File: src/rtl/perfmon_pkg.sv
package perfmon_pkg;
  // Control word layout: enables in the low bits, clears CLR_SHIFT above.
  localparam int NUM_CNT   = 2;
  localparam int CLR_SHIFT = 2;
  localparam int CTRL_W    = NUM_CNT + CLR_SHIFT;
  localparam int HIT_IDX   = 0;
  localparam int MISS_IDX  = 1;
endpackage

File: src/rtl/perfmon_ctrl_decode.sv
module perfmon_ctrl_decode
  import perfmon_pkg::*;
(
  input  logic [CTRL_W-1:0]  ctrl,
  output logic [NUM_CNT-1:0] cnt_en,
  output logic [NUM_CNT-1:0] cnt_clr
);
  for (genvar g = 0; g < NUM_CNT; g++) begin : g_field
    assign cnt_en[g]  = ctrl[g];
    assign cnt_clr[g] = ctrl[g + CLR_SHIFT];
  end
endmodule

File: src/rtl/perfmon_sat_counter.sv
module perfmon_sat_counter #(
  parameter int WIDTH = 16
) (
  input  logic             clk,
  input  logic             rst,
  input  logic             clr,
  input  logic             en,
  input  logic             evt,
  output logic [WIDTH-1:0] count
);
  localparam logic [WIDTH-1:0] ONE = {{(WIDTH-1){1'b0}}, 1'b1};

  logic at_top;
  logic bump;

  assign at_top = &count;
  assign bump   = en && evt && !at_top;

  always_ff @(posedge clk) begin
    if (rst || clr) begin
      count <= '0;
    end else if (bump) begin
      count <= count + ONE;
    end
  end
endmodule

File: src/rtl/cache_perf_monitors.sv
module cache_perf_monitors
  import perfmon_pkg::*;
#(
  parameter int HIT_W  = 32,
  parameter int MISS_W = 16
) (
  input  logic              clk,
  input  logic              rst,
  input  logic              hit_evt,
  input  logic              miss_evt,
  input  logic [CTRL_W-1:0] ctrl,
  output logic [HIT_W-1:0]  hit_count,
  output logic [MISS_W-1:0] miss_count
);
  logic [NUM_CNT-1:0] cnt_en;
  logic [NUM_CNT-1:0] cnt_clr;

  perfmon_ctrl_decode dec_i (
    .ctrl    (ctrl),
    .cnt_en  (cnt_en),
    .cnt_clr (cnt_clr)
  );

  perfmon_sat_counter #(.WIDTH(HIT_W)) hit_cnt_i (
    .clk   (clk),
    .rst   (rst),
    .clr   (cnt_clr[HIT_IDX]),
    .en    (cnt_en[HIT_IDX]),
    .evt   (hit_evt),
    .count (hit_count)
  );

  perfmon_sat_counter #(.WIDTH(MISS_W)) miss_cnt_i (
    .clk   (clk),
    .rst   (rst),
    .clr   (cnt_clr[MISS_IDX]),
    .en    (cnt_en[MISS_IDX]),
    .evt   (miss_evt),
    .count (miss_count)
  );
endmodule

File: config.mk
export PLATFORM = sky130hd
export DESIGN_NAME = cache_perf_monitors
export DESIGN_NICKNAME = d
export VERILOG_FILES = /design/src/rtl/perfmon_pkg.sv /design/src/rtl/perfmon_ctrl_decode.sv /design/src/rtl/perfmon_sat_counter.sv /design/src/rtl/cache_perf_monitors.sv
export SDC_FILE = /design/constraint.sdc
export NUM_CORES = 1
export LEC_CHECK = 0
export ABC_AREA = 1
export BUFFER_PORTS_ARGS = -buffer_cell sky130_fd_sc_hd__buf_4
export CORE_ASPECT_RATIO = 2
export CORE_MARGIN = 4
export CORE_UTILIZATION = 40
export DETAILED_ROUTE_END_ITERATION = 10
export PLACE_DENSITY = 0.58
export SYNTH_ARGS = -nofsm -noshare
export SYNTH_HDL_FRONTEND = slang
export SYNTH_SLANG_ARGS = --single-unit
File: constraint.sdc
create_clock -name clk -period 1.7 [get_ports clk]
set_input_delay 0.085 -clock clk [delete_from_list [all_inputs] [get_ports clk]]
set_output_delay 0.085 -clock clk [all_outputs]
set_load 0.005 [all_outputs]
==> impl_metrics.json <==
{
  "outcome": "finished, violations left",
  "violations": "negative setup slack",
  "fin_cells": 684,
  "grt_pass1_vias": 3351,
  "p_leak_uw": 0.001642,
  "synthArstFlopShare": 0,
  "die_area_sq_um": 8783,
  "grt_max_degree": 34,
  "worstSkewPairLatency_ps": 290,
  "max_freq_mhz": 584.2,
  "fp.dieH_microns": 128.6,
  "area_growth_syn_to_layout_pct": 45.98,
  "synthFlopType": "dfxtp_1",
  "fin_crit_ps": 1712,
  "ant_nets": 0,
  "routed_wl_mm": 10.26,
  "crit_fanout": 16,
  "cp.arrival_ps": 1900,
  "rsz0062_at_grt": "true",
  "ys_seq_elements": 48,
  "endpoint_kind": "register",
  "ios": 56,
  "vias": 3483,
  "hpwl_mm": 7.387,
  "netlist_area_sq_um": 2909,
  "synthesis.nets": 485,
  "clk_path_buf_depth": 2,
  "yosys_warnings": 0,
  "seq_area_frac_synth": 0.3303,
  "setup_violations": 3,
  "slew_violations": 0,
  "fin_skew_ps": 4.159,
  "grt-ovfl-total": 0,
  "synth_common_cells": "nand2_1, nor2_1, dfxtp_1",
  "clk_pin_slew_ps": 60,
  "total_power_uw": 2258,
  "rows": 43,
  "period_share": 1.007,
  "wl_per_cell_microns": 15.00,
  "holdWs_ps": 94.68,
  "synth_cells": 475,
  "numCtsBuffers": 5,
  "fillers": 725,
  "ir_drop_v": 0.0006104,
  "grt.total_usage": 0.2297,
  "grt_first_pass_wirelength_mm": 15.18,
  "max_slew_margin": 0.6817,
  "power_density_nw_per_um2": 531.7,
  "cts_tree": "done",
  "drv_cap": 0,
  "setup_ws_ps": -11.68,
  "yosysTopAreaCellShare": 0.3303,
  "num_antenna_cells": 0,
  "preCtsSetupSlack_ps": -537.7,
  "seq_area_sq_um": 977.2,
  "synth_area_per_cell_sq_um": 6.124,
  "via_per_inst": 5.092,
  "start_util": 0.4159,
  "htree_num_levels": 2,
  "drc": 0,
  "drt_iter0_drc": 179,
  "synth_top_cells_by_area": "dfxtp_1, nand2_1, nor2_1",
  "synthDistinctLibCells": 29,
  "gp_congestion": 0.9400,
  "drive_gt1_frac": 0.3316,
  "critPathLaunchType": "register",
  "cts-root-buf": "clkbuf_16",
  "crit_type": "register to register",
  "die_w_microns": 68.30,
  "dr.pass1.iters": 5,
  "cts_hold_buf": 0,
  "coreArea_sq_um": 6994,
  "synth-edff-count": 0,
  "synth_most_common_cell": "nand2_1",
  "antenna_found_initial": 0,
  "nNetsFinal": 603,
  "multiInputGateArea_sq_um": 1918,
  "worstMarginPinSlew_ps": 476.3,
  "hold_violations": 0,
  "required_ps": 1890,
  "yosys.area.top_type": "dfxtp_1",
  "utilization": 0.6072,
  "place_inst": 665,
  "worst_hold_path_type": "input port to register",
  "io_buffer_count": 55,
  "cts_num_sinks": 48
}
-- cell usage in the layout (no fill, tap or decap), types with 8 or more instances in the layout --
master,instances
a21oi_1,26
buf_4,113
dfxtp_1,35
dfxtp_2,13
inv_1,32
inv_2,8
nand2_1,131
nand2_2,8
nand3_1,43
nand4_1,9
nor2_1,92
nor2_2,12
nor2_4,8
nor3_1,8
-- critical path, stage by stage, from the launching register on --
cell     delay, ps
dfxtp_1        330
nand2_1         70
nor2_1         230
nand2_1        240
nor2_4         180
buf_4          180
nand2_4        140
a21oi_1        160
nor2_1          60
-- registers in the layout, summed over array words and instances (netlist names) --
register          cells
hit_cnt_i.count      32
miss_cnt_i.count     16
-- through the flow --
stage / instance area, sq um / TNS (ps)
after detailed placement: 3765 / -5871
after global routing: 4247 / -263.9
after CTS: 3933 / -6.621
after global placement: 3765 / -4660
final: 4247 / -21.51
after floorplan: 2909 / 0
-- where the power goes --
part	leakage, uW	internal [uW]	switching (uW)
logic	0.00118	46.7	69.3
clock network	0.0000712	588	425
registers	0.000393	1130	2.26
total	0.00164	1760	496
-- cell families after synthesis --
kind of cell / share of synthesized area
and+or+nand+nor: 0.4834
adders and majority gates: 0.008601
xor gates and xnor gates: 0.009034
AOI/OAI and AO/OA: 0.07871
buffers and inverters: 0.08989
DFF: 0.3303
-- path summary, 6_finish.rpt --
check / startpoint / end / slack (ps) / depth (start not counted)
hold / removal: ctrl[3] / miss_cnt_i.count[3]$_SDFFE_PP0P_ / 90 / 4
hold reg to reg: hit_cnt_i.count[5]$_SDFFE_PP0P_ / hit_cnt_i.count[5]$_SDFFE_PP0P_ / 510 / 2
setup / recovery: hit_cnt_i.count[24]$_SDFFE_PP0P_ / hit_cnt_i.count[10]$_SDFFE_PP0P_ / -10 / 8
setup reg to reg: hit_cnt_i.count[24]$_SDFFE_PP0P_ / hit_cnt_i.count[10]$_SDFFE_PP0P_ / -10 / 8
-- layer usage --
metal	vias to the layer above	track usage	part of all wire
met3	30	0.03493	0.037
met4	0	0.1454	0.047
met2	100	0.4408	0.58
li1	1758	-	-
met1	1595	0.2084	0.33
met5	-	0	0
-- final cells by class --
| cell class | count | area share |
|---|---|---|
| multi-input combinational | 377 | 0.4517 |
| timing repair buffer | 118 | 0.2192 |
| sequential | 48 | 0.2301 |
| clock buffer | 8 | 0.03447 |
| inverter | 43 | 0.03801 |
| tap | 90 | 0.02652 |
-- what timing repair did --
item | CTS | global route
cloned | 0 | 5
endpoints found under the hold margin | 0 | 0
setup endpoints to repair | 17 | 38
pin swaps | 0 | 9
resized for setup | 4 | 55
setup buffers | 0 | 6
(Power assumes the default switching activity.)
